## src/rtl/nor_seq_pkg.sv

```systemverilog
package nor_seq_pkg;

  parameter int AW = 20;
  parameter int DW = 16;

  localparam int SECT_LSB = 11;
  localparam int BLK_LSB  = 15;

  localparam logic [AW-1:0] UNLK_A    = AW'(16'h5555);
  localparam logic [AW-1:0] UNLK_B    = AW'(16'h2AAA);
  localparam logic [DW-1:0] KEY_A     = DW'(8'hAA);
  localparam logic [DW-1:0] KEY_B     = DW'(8'h55);
  localparam logic [DW-1:0] OPC_PROG  = DW'(8'hA0);
  localparam logic [DW-1:0] OPC_ERASE = DW'(8'h80);
  localparam logic [DW-1:0] OPC_SECT  = DW'(8'h30);
  localparam logic [DW-1:0] OPC_BLK   = DW'(8'h50);
  localparam logic [DW-1:0] OPC_CHIP  = DW'(8'h10);

  typedef enum logic [1:0] {
    K_PROG = 2'd0,
    K_SECT = 2'd1,
    K_BLK  = 2'd2,
    K_CHIP = 2'd3
  } op_kind_e;

  typedef enum logic [1:0] {
    S_WAIT,
    S_IDLE,
    S_CMD,
    S_POLL
  } seq_st_e;

  typedef enum logic [2:0] {
    B_IDLE,
    B_SETUP,
    B_WLOW,
    B_WHIGH,
    B_RLOW,
    B_RGAP
  } bus_st_e;

  typedef struct packed {
    logic [AW-1:0] a;
    logic [DW-1:0] d;
  } bus_word_t;

  // number of write cycles in the sequence for a kind
  function automatic logic [2:0] n_writes(op_kind_e k);
    return (k == K_PROG) ? 3'd4 : 3'd6;
  endfunction

  // address placed on the final erase write
  function automatic logic [AW-1:0] erase_target(op_kind_e k, logic [AW-1:0] a);
    logic [AW-1:0] m;
    case (k)
      K_SECT:  m = ~AW'((1 << SECT_LSB) - 1);
      K_BLK:   m = ~AW'((1 << BLK_LSB) - 1);
      default: m = '1;
    endcase
    return a & m;
  endfunction

  // bus word for write number idx of a request
  function automatic bus_word_t cmd_word(op_kind_e k, logic [2:0] idx,
                                         logic [AW-1:0] a, logic [DW-1:0] d);
    bus_word_t w;
    w.a = UNLK_A;
    w.d = KEY_A;
    case (idx)
      3'd0: ;
      3'd1: begin w.a = UNLK_B; w.d = KEY_B; end
      3'd2: w.d = (k == K_PROG) ? OPC_PROG : OPC_ERASE;
      3'd3: if (k == K_PROG) begin w.a = a; w.d = d; end
      3'd4: begin w.a = UNLK_B; w.d = KEY_B; end
      default: begin
        case (k)
          K_SECT:  begin w.a = erase_target(k, a); w.d = OPC_SECT; end
          K_BLK:   begin w.a = erase_target(k, a); w.d = OPC_BLK;  end
          default: begin w.a = UNLK_A;             w.d = OPC_CHIP; end
        endcase
      end
    endcase
    return w;
  endfunction

endpackage

```

## src/rtl/nor_pwrup_wait.sv

```systemverilog
module nor_pwrup_wait #(
  parameter int PWRUP_CYC = 12500
) (
  input  logic clk,
  input  logic rst_n,
  output logic pwr_ok
);
  localparam int CW = $clog2(PWRUP_CYC + 1);
  localparam logic [CW-1:0] LIMIT = CW'(PWRUP_CYC);

  logic [CW-1:0] cnt;

  always_ff @(posedge clk or negedge rst_n) begin
    if (!rst_n)              cnt <= '0;
    else if (cnt != LIMIT)   cnt <= cnt + 1'b1;
  end

  assign pwr_ok = (cnt == LIMIT);
endmodule

```

## src/rtl/nor_bus_engine.sv

```systemverilog
module nor_bus_engine
  import nor_seq_pkg::*;
#(
  parameter int WE_LOW_CYC  = 5,
  parameter int WE_HIGH_CYC = 4,
  parameter int OE_ACC_CYC  = 9,
  parameter int RD_GAP_CYC  = 2
) (
  input  logic          clk,
  input  logic          rst_n,
  input  logic          start,
  input  logic          is_rd,
  input  logic [AW-1:0] addr_in,
  input  logic [DW-1:0] wdata_in,
  output logic          done,
  output logic          rd_vld,
  output logic [DW-1:0] rd_data,
  output logic [AW-1:0] fl_addr,
  output logic [DW-1:0] fl_dq_o,
  output logic          fl_dq_oe,
  input  logic [DW-1:0] fl_dq_i,
  output logic          fl_ce_n,
  output logic          fl_oe_n,
  output logic          fl_we_n
);
  localparam int MAXP = (WE_LOW_CYC > WE_HIGH_CYC ? WE_LOW_CYC : WE_HIGH_CYC) >
                        (OE_ACC_CYC > RD_GAP_CYC ? OE_ACC_CYC : RD_GAP_CYC) ?
                        (WE_LOW_CYC > WE_HIGH_CYC ? WE_LOW_CYC : WE_HIGH_CYC) :
                        (OE_ACC_CYC > RD_GAP_CYC ? OE_ACC_CYC : RD_GAP_CYC);
  localparam int CW = $clog2(MAXP + 1);
  localparam logic [CW-1:0] WL_LAST = CW'(WE_LOW_CYC - 1);
  localparam logic [CW-1:0] WH_LAST = CW'(WE_HIGH_CYC - 1);
  localparam logic [CW-1:0] RL_LAST = CW'(OE_ACC_CYC - 1);
  localparam logic [CW-1:0] RG_LAST = CW'(RD_GAP_CYC - 1);

  bus_st_e       st;
  logic [CW-1:0] cnt;
  logic [AW-1:0] a_q;
  logic [DW-1:0] d_q;
  logic          phase_end;

  // last clock of the current timed phase
  always_comb begin
    case (st)
      B_WLOW:  phase_end = (cnt == WL_LAST);
      B_WHIGH: phase_end = (cnt == WH_LAST);
      B_RLOW:  phase_end = (cnt == RL_LAST);
      B_RGAP:  phase_end = (cnt == RG_LAST);
      default: phase_end = 1'b1;
    endcase
  end

  always_ff @(posedge clk or negedge rst_n) begin
    if (!rst_n) begin
      st      <= B_IDLE;
      cnt     <= '0;
      a_q     <= '0;
      d_q     <= '0;
      done    <= 1'b0;
      rd_vld  <= 1'b0;
      rd_data <= '0;
    end else begin
      done   <= 1'b0;
      rd_vld <= 1'b0;
      cnt    <= phase_end ? '0 : cnt + 1'b1;
      case (st)
        B_IDLE: begin
          cnt <= '0;
          if (start) begin
            a_q <= addr_in;
            d_q <= wdata_in;
            st  <= is_rd ? B_RLOW : B_SETUP;
          end
        end
        B_SETUP: st <= B_WLOW;
        B_WLOW:  if (phase_end) st <= B_WHIGH;
        B_WHIGH: if (phase_end) begin st <= B_IDLE; done <= 1'b1; end
        B_RLOW: begin
          if (phase_end) begin
            rd_data <= fl_dq_i;
            rd_vld  <= 1'b1;
            st      <= B_RGAP;
          end
        end
        B_RGAP:  if (phase_end) begin st <= B_IDLE; done <= 1'b1; end
        default: st <= B_IDLE;
      endcase
    end
  end

  // pin decode from the phase register
  always_comb begin
    fl_addr  = a_q;
    fl_dq_o  = d_q;
    fl_ce_n  = 1'b1;
    fl_oe_n  = 1'b1;
    fl_we_n  = 1'b1;
    fl_dq_oe = 1'b0;
    case (st)
      B_SETUP: begin fl_ce_n = 1'b0; fl_dq_oe = 1'b1; end
      B_WLOW:  begin fl_ce_n = 1'b0; fl_we_n = 1'b0; fl_dq_oe = 1'b1; end
      B_WHIGH: fl_dq_oe = 1'b1;
      B_RLOW:  begin fl_ce_n = 1'b0; fl_oe_n = 1'b0; end
      default: ;
    endcase
  end
endmodule

```

## src/rtl/nor_toggle_judge.sv

```systemverilog
module nor_toggle_judge #(
  parameter int CONFIRM_READS = 2
) (
  input  logic clk,
  input  logic rst_n,
  input  logic clear,
  input  logic sample_vld,
  input  logic dq6,
  output logic settled
);
  localparam int NEED = CONFIRM_READS + 1;
  localparam int RW   = $clog2(NEED + 1);
  localparam logic [RW-1:0] NEED_V = RW'(NEED);

  logic          have_prev;
  logic          prev;
  logic [RW-1:0] run;

  always_ff @(posedge clk or negedge rst_n) begin
    if (!rst_n) begin
      have_prev <= 1'b0;
      prev      <= 1'b0;
      run       <= '0;
    end else if (clear) begin
      have_prev <= 1'b0;
      run       <= '0;
    end else if (sample_vld) begin
      prev      <= dq6;
      have_prev <= 1'b1;
      if (have_prev && (dq6 == prev)) begin
        if (run != NEED_V) run <= run + 1'b1;
      end else begin
        run <= '0;
      end
    end
  end

  assign settled = (run == NEED_V);
endmodule

```

## src/rtl/nor_poll_timer.sv

```systemverilog
module nor_poll_timer #(
  parameter int TIMEOUT_CYC = 12500000
) (
  input  logic clk,
  input  logic rst_n,
  input  logic clear,
  input  logic run,
  output logic expired
);
  localparam int TW = $clog2(TIMEOUT_CYC + 1);
  localparam logic [TW-1:0] LIMIT = TW'(TIMEOUT_CYC);

  logic [TW-1:0] cnt;

  always_ff @(posedge clk or negedge rst_n) begin
    if (!rst_n)                        cnt <= '0;
    else if (clear)                    cnt <= '0;
    else if (run && (cnt != LIMIT))    cnt <= cnt + 1'b1;
  end

  assign expired = (cnt == LIMIT);
endmodule

```

## src/rtl/nor_wr_seq.sv

```systemverilog
module nor_wr_seq
  import nor_seq_pkg::*;
#(
  parameter int PWRUP_CYC     = 12500,
  parameter int WE_LOW_CYC    = 5,
  parameter int WE_HIGH_CYC   = 4,
  parameter int OE_ACC_CYC    = 9,
  parameter int RD_GAP_CYC    = 2,
  parameter int CONFIRM_READS = 2,
  parameter int TIMEOUT_CYC   = 12500000
) (
  input  logic          clk,
  input  logic          rst_n,
  input  logic          req_valid,
  input  logic [1:0]    req_kind,
  input  logic [AW-1:0] req_addr,
  input  logic [DW-1:0] req_wdata,
  output logic          req_ready,
  output logic          op_done,
  output logic          op_timeout,
  output logic [AW-1:0] fl_addr,
  output logic [DW-1:0] fl_dq_o,
  output logic          fl_dq_oe,
  input  logic [DW-1:0] fl_dq_i,
  output logic          fl_ce_n,
  output logic          fl_oe_n,
  output logic          fl_we_n
);
  seq_st_e       st;
  op_kind_e      kind_q;
  logic [AW-1:0] addr_q;
  logic [DW-1:0] data_q;
  logic [2:0]    idx;
  logic          bus_start, bus_rd;
  logic [AW-1:0] bus_addr;
  logic [DW-1:0] bus_wdata;
  logic          bus_done, rd_vld;
  logic [DW-1:0] rd_data;
  logic          pwr_ok, settled, expired, poll_clr;
  bus_word_t     first_w, next_w;

  // named internal events
  wire cmd_step_done  = (st == S_CMD)  && bus_done;
  wire last_cmd       = (idx == n_writes(kind_q) - 3'd1);
  wire poll_read_done = (st == S_POLL) && bus_done;
  wire accept         = (st == S_IDLE) && req_valid;

  always_comb begin
    first_w = cmd_word(op_kind_e'(req_kind), 3'd0, req_addr, req_wdata);
    next_w  = cmd_word(kind_q, idx + 3'd1, addr_q, data_q);
  end

  always_ff @(posedge clk or negedge rst_n) begin
    if (!rst_n) begin
      st         <= S_WAIT;
      kind_q     <= K_PROG;
      addr_q     <= '0;
      data_q     <= '0;
      idx        <= '0;
      bus_start  <= 1'b0;
      bus_rd     <= 1'b0;
      bus_addr   <= '0;
      bus_wdata  <= '0;
      op_done    <= 1'b0;
      op_timeout <= 1'b0;
      poll_clr   <= 1'b0;
    end else begin
      bus_start  <= 1'b0;
      op_done    <= 1'b0;
      op_timeout <= 1'b0;
      poll_clr   <= 1'b0;
      case (st)
        S_WAIT: if (pwr_ok) st <= S_IDLE;
        S_IDLE: begin
          if (accept) begin
            kind_q    <= op_kind_e'(req_kind);
            addr_q    <= req_addr;
            data_q    <= req_wdata;
            idx       <= '0;
            bus_addr  <= first_w.a;
            bus_wdata <= first_w.d;
            bus_rd    <= 1'b0;
            bus_start <= 1'b1;
            st        <= S_CMD;
          end
        end
        S_CMD: begin
          if (cmd_step_done) begin
            bus_start <= 1'b1;
            if (last_cmd) begin
              bus_addr <= addr_q;
              bus_rd   <= 1'b1;
              poll_clr <= 1'b1;
              st       <= S_POLL;
            end else begin
              idx       <= idx + 3'd1;
              bus_addr  <= next_w.a;
              bus_wdata <= next_w.d;
            end
          end
        end
        S_POLL: begin
          if (poll_read_done) begin
            if (settled) begin
              op_done <= 1'b1;
              st      <= S_IDLE;
            end else if (expired) begin
              op_timeout <= 1'b1;
              st         <= S_IDLE;
            end else begin
              bus_start <= 1'b1;
            end
          end
        end
        default: st <= S_WAIT;
      endcase
    end
  end

  assign req_ready = (st == S_IDLE);

  nor_pwrup_wait #(.PWRUP_CYC(PWRUP_CYC)) pwr_i (
    .clk(clk), .rst_n(rst_n), .pwr_ok(pwr_ok)
  );

  nor_bus_engine #(
    .WE_LOW_CYC(WE_LOW_CYC), .WE_HIGH_CYC(WE_HIGH_CYC),
    .OE_ACC_CYC(OE_ACC_CYC), .RD_GAP_CYC(RD_GAP_CYC)
  ) bus_i (
    .clk(clk), .rst_n(rst_n), .start(bus_start), .is_rd(bus_rd),
    .addr_in(bus_addr), .wdata_in(bus_wdata), .done(bus_done),
    .rd_vld(rd_vld), .rd_data(rd_data),
    .fl_addr(fl_addr), .fl_dq_o(fl_dq_o), .fl_dq_oe(fl_dq_oe), .fl_dq_i(fl_dq_i),
    .fl_ce_n(fl_ce_n), .fl_oe_n(fl_oe_n), .fl_we_n(fl_we_n)
  );

  nor_toggle_judge #(.CONFIRM_READS(CONFIRM_READS)) judge_i (
    .clk(clk), .rst_n(rst_n), .clear(poll_clr),
    .sample_vld(rd_vld), .dq6(rd_data[6]), .settled(settled)
  );

  nor_poll_timer #(.TIMEOUT_CYC(TIMEOUT_CYC)) tmr_i (
    .clk(clk), .rst_n(rst_n), .clear(poll_clr),
    .run(st == S_POLL), .expired(expired)
  );
endmodule

```

## config.mk

```make
export PLATFORM = sky130hd
export DESIGN_NAME = nor_wr_seq
export DESIGN_NICKNAME = d
export VERILOG_FILES = /design/src/rtl/nor_seq_pkg.sv /design/src/rtl/nor_pwrup_wait.sv /design/src/rtl/nor_bus_engine.sv /design/src/rtl/nor_toggle_judge.sv /design/src/rtl/nor_poll_timer.sv /design/src/rtl/nor_wr_seq.sv
export SDC_FILE = /design/constraint.sdc
export NUM_CORES = 1
export LEC_CHECK = 0
export CORE_UTILIZATION = 45
export DETAILED_ROUTE_END_ITERATION = 8
export PLACE_DENSITY_LB_ADDON = 0.05
export SETUP_SLACK_MARGIN = 0.5
export SYNTH_ARGS = -nofsm -noshare
export SYNTH_HDL_FRONTEND = slang
export SYNTH_SLANG_ARGS = --single-unit
export TNS_END_PERCENT = 50
```

## constraint.sdc

```tcl
create_clock -name clk -period 3.08 [get_ports clk]
set_clock_uncertainty 0.2 [all_clocks]
set_input_delay 0.924 -clock clk [delete_from_list [all_inputs] [get_ports clk]]
set_output_delay 0.924 -clock clk [all_outputs]
set_load 0.01 [all_outputs]
```

==> qor.yml <==
critical_path:
  slowest_stage: "dfrtp_2"
  arrival_ns: 1.46
  path_buf_inv: 2
  crit_path_start_kind: "flop"
  slowest_delay_ns: 0.43
  end_kind: "output port"
  critPathKind: "flop to output port"
  cp_top_family: "flip-flops"
  crit_required_ns: 1.96
  critPathMostFrequentCell: "buf_6"
  cp_max_fo: 4
  crit_chain: "buf_6, or3b_4, buf_6"
drt:
  postRouteAntennaNets: 0
  firstDrtPassIters: 5
  via_per_inst: 5.18
  totalWireLength_um: 15900
  drcViolationCount: 0
  vias: 5262
  wl_per_cell_um: 15.6
  dr.first_iter.drc_count: 294
power_and_ir_drop:
  pwr-share-clk: 0.299
  seq_power_share: 0.397
  switching_share: 0.301
  p_int_mw: 5.75
  power_frac_comb: 0.304
  power.switching_mw: 2.47
  p_per_area_nw_per_um2: 839
  vdd_ir_drop_max_mv: 0.492
  power.static_leakage_nw: 4.42
cells_and_area:
  drive_gt1_frac: 0.229
  design_area_um2: 9800
  fin_util: 0.591
  final_net_count: 861
  area_growth_pct: 28.1
  diodes: 0
grt:
  grt_util_all_layers: 0.194
  grt_pass1_wl_um: 26700
  antenna_found_initial: 0
  overflow: 0
  grt_max_degree: 62
  grt_pass1_vias: 5401
cts:
  cts_tree: "done"
  clock-sinks: 172
  clockBufferDepth: 2
  numCtsBuffers: 17
  cts_root_buf: "clkbuf_16"
  ctsHoldBuffers: 0
  htreeDepth: 4
  clk_transition_reported_paths_ns: 0.06
  clk_latency_ns: 0.42
synth:
  synth_cell_types: 53
  synthCells: 669
  synth.avg_cell_area_um2: 11.4
  ys_ff_latch: 172
  synth_compound_area_frac: 0.0748
  synth_top_family_by_area: "simple AND/OR/NAND/NOR gates"
  synth_fp_nets: 747
  ys.flop_type: "dfrtp_1"
  synthArstFlopShare: 1.00
  synthAdderAreaFrac: 0.0344
  synthSimpleGateAreaFrac: 0.139
  synth_edf_count: 0
  yosysSeqAreaShare: 0.563
  ys.warnings.count: 0
  synth_area_um2: 7650
  synth-xor-area-share: 0.0401
  synth_mux_area_frac: 0.127
placement:
  placed_area_um2: 8850
  place.gp.congestion: 0.800
  dp_hpwl_um: 10600
  portBuffers: 84
floorplan:
  start_util: 0.461
  ios: 100
  die_h_um: 132
  rows: 47
  dieArea_um2: 17500
  fp.dieW_um: 132
  coreArea_um2: 16600
sta:
  post-route-min-period_ns: 2.58
  fmax_mhz: 387
  drv_slew: 0
  rsz0062_at_grt: "yes"
  tightest_slew_ns: 0.932
  finalCritPeriodShare: 0.839
  hold_violations: 0
  slew-limit-headroom: 0.379
  timing.setup.tns_ns: 0
  setup_violations: 0
worst_hold_path:
  hp-class: "primary input to async pin"
run_status:
  run_status: "completed"
run:
  cap_violations: 0
[stage by stage]
stage	hold WS [ns]	total power, mW	setup WS [ns]	instances
floorplan	0.242	4.71	0.524	669
global placement	0.260	5.51	0.161	960
detailed placement	0.261	5.61	0.146	960
CTS	0.226	8.23	0.406	1003
global route	0.227	8.73	0.428	1016
finish	0.221	8.22	0.495	1016
[routing by layer]
metal | part of all wire | routed length (um) | track usage | vias to the layer above
li1 | - | - | - | 2559
met1 | 0.44 | 6940 | 0.241 | 2599
met2 | 0.52 | 8180 | 0.330 | 90
met3 | 0.035 | 548 | 0.0534 | 14
met4 | 0.012 | 189 | 0.0587 | 0
met5 | 0 | 0 | 0 | -
[logic make-up (layout without fill, tap and decap cells)]
kind of cell | after synthesis | after routing
flops | 172 | 172
simple gates | 212 | 212
compound gates | 97 | 97
fa+ha+maj | 21 | 21
mux | 87 | 87
buf+inv | 45 | 172
xor+xnor | 35 | 35
[layout make-up]
type	count	area, um^2
Fill cell	1365	6790
Sequential cell	172	4310
Multi-Input combinational cell	452	3300
Timing Repair Buffer	121	1150
Clock buffer	17	425
Tap cell	220	275
Clock inverter	15	256
Inverter	19	71.3
[path summary, 6_finish.rpt]
path | from | to | slack [ns] | cells after the start
min in group clk | pwr_i.cnt[13] | pwr_i.cnt[13] | 0.27 | 1
worst max-delay path | bus_i.st[0] | fl_we_n | 0.50 | 3
worst max register to register | idx[0] | bus_addr[19] | 0.53 | 9
max in group asynchronous | rst_n | bus_i.st[0] | 1.76 | 2
worst min-delay path | rst_n | bus_i.fl_addr[5] | 0.22 | 1
worst min register to register | pwr_i.cnt[13] | pwr_i.cnt[13] | 0.27 | 1
[sequential cells by signal, summed over array words and instances, names as in the netlist, 3 cells and up]
| signal | cells |
|---|---|
| pwr_i.cnt | 14 |
| bus_i.fl_dq_o | 16 |
| addr_q | 20 |
| bus_i.cnt | 4 |
| idx | 3 |
| bus_i.fl_addr | 20 |
| bus_wdata | 16 |
| data_q | 16 |
| bus_i.st | 3 |
| tmr_i.cnt | 24 |
| bus_addr | 20 |
[Yosys cell counts (all sizes together) (2+ instances only)]
cell type  instances  share of area
a221o              5         0.0065
mux2              79           0.12
nand3b             4         0.0039
nand2b            16          0.013
nor2              51          0.025
nand4              8         0.0065
or3                6         0.0049
buf                4         0.0023
and4               2         0.0023
nor4               2         0.0016
nand3             13         0.0085
o22ai              2         0.0016
a22o               3         0.0034
clkbuf            22          0.011
a31oi              5         0.0041
a21oi             28          0.018
nor4b              3         0.0034
nor3               9         0.0059
and2               6         0.0049
ha                21          0.034
nor2b              6         0.0049
mux2i              8          0.010
xor2              19          0.022
or2                4         0.0033
dfrtp            172           0.56
and3               9         0.0074
o21ai             44          0.029
nand2             62          0.030
or4                4         0.0039
xnor2             16          0.018
inv               19         0.0093
[placed cells by master (no fill, tap or decap), types with 5 or more instances in the layout]
master             n
a21oi_1           26
a221o_1            5
and2_1             5
and3_1             9
buf_4             31
bufinv_16          6
clkbuf_16         17
clkdlybuf4s50_1   78
dfrtp_1          166
dfrtp_2            6
ha_1              17
inv_1             18
inv_6              5
mux2_2            78
mux2i_1            8
nand2_1           61
nand2b_1          15
nand3_1           13
nand4_1            8
nor2_1            49
nor2b_1            6
nor3_1             9
o21ai_0           41
or3_1              6
xnor2_1           16
xor2_1            18
[power groups by stage]
stage	registers (mW)	logic, mW	clock network, mW
6_report	3.27	2.50	2.46
5_1_grt	3.35	2.75	2.62
4_1_cts	3.27	2.43	2.52
3_5_place_dp	3.33	2.28	0
3_3_place_gp	3.29	2.22	0
2_1_floorplan	3.23	1.48	0
[what timing repair did]
item	4_1_cts	5_1_grt
endpoints found under the setup margin	20	34
buffers inserted	11	13
pin swaps	3	7
gates cloned	0	0
gates resized for setup	31	12
(Power assumes the default switching activity.)
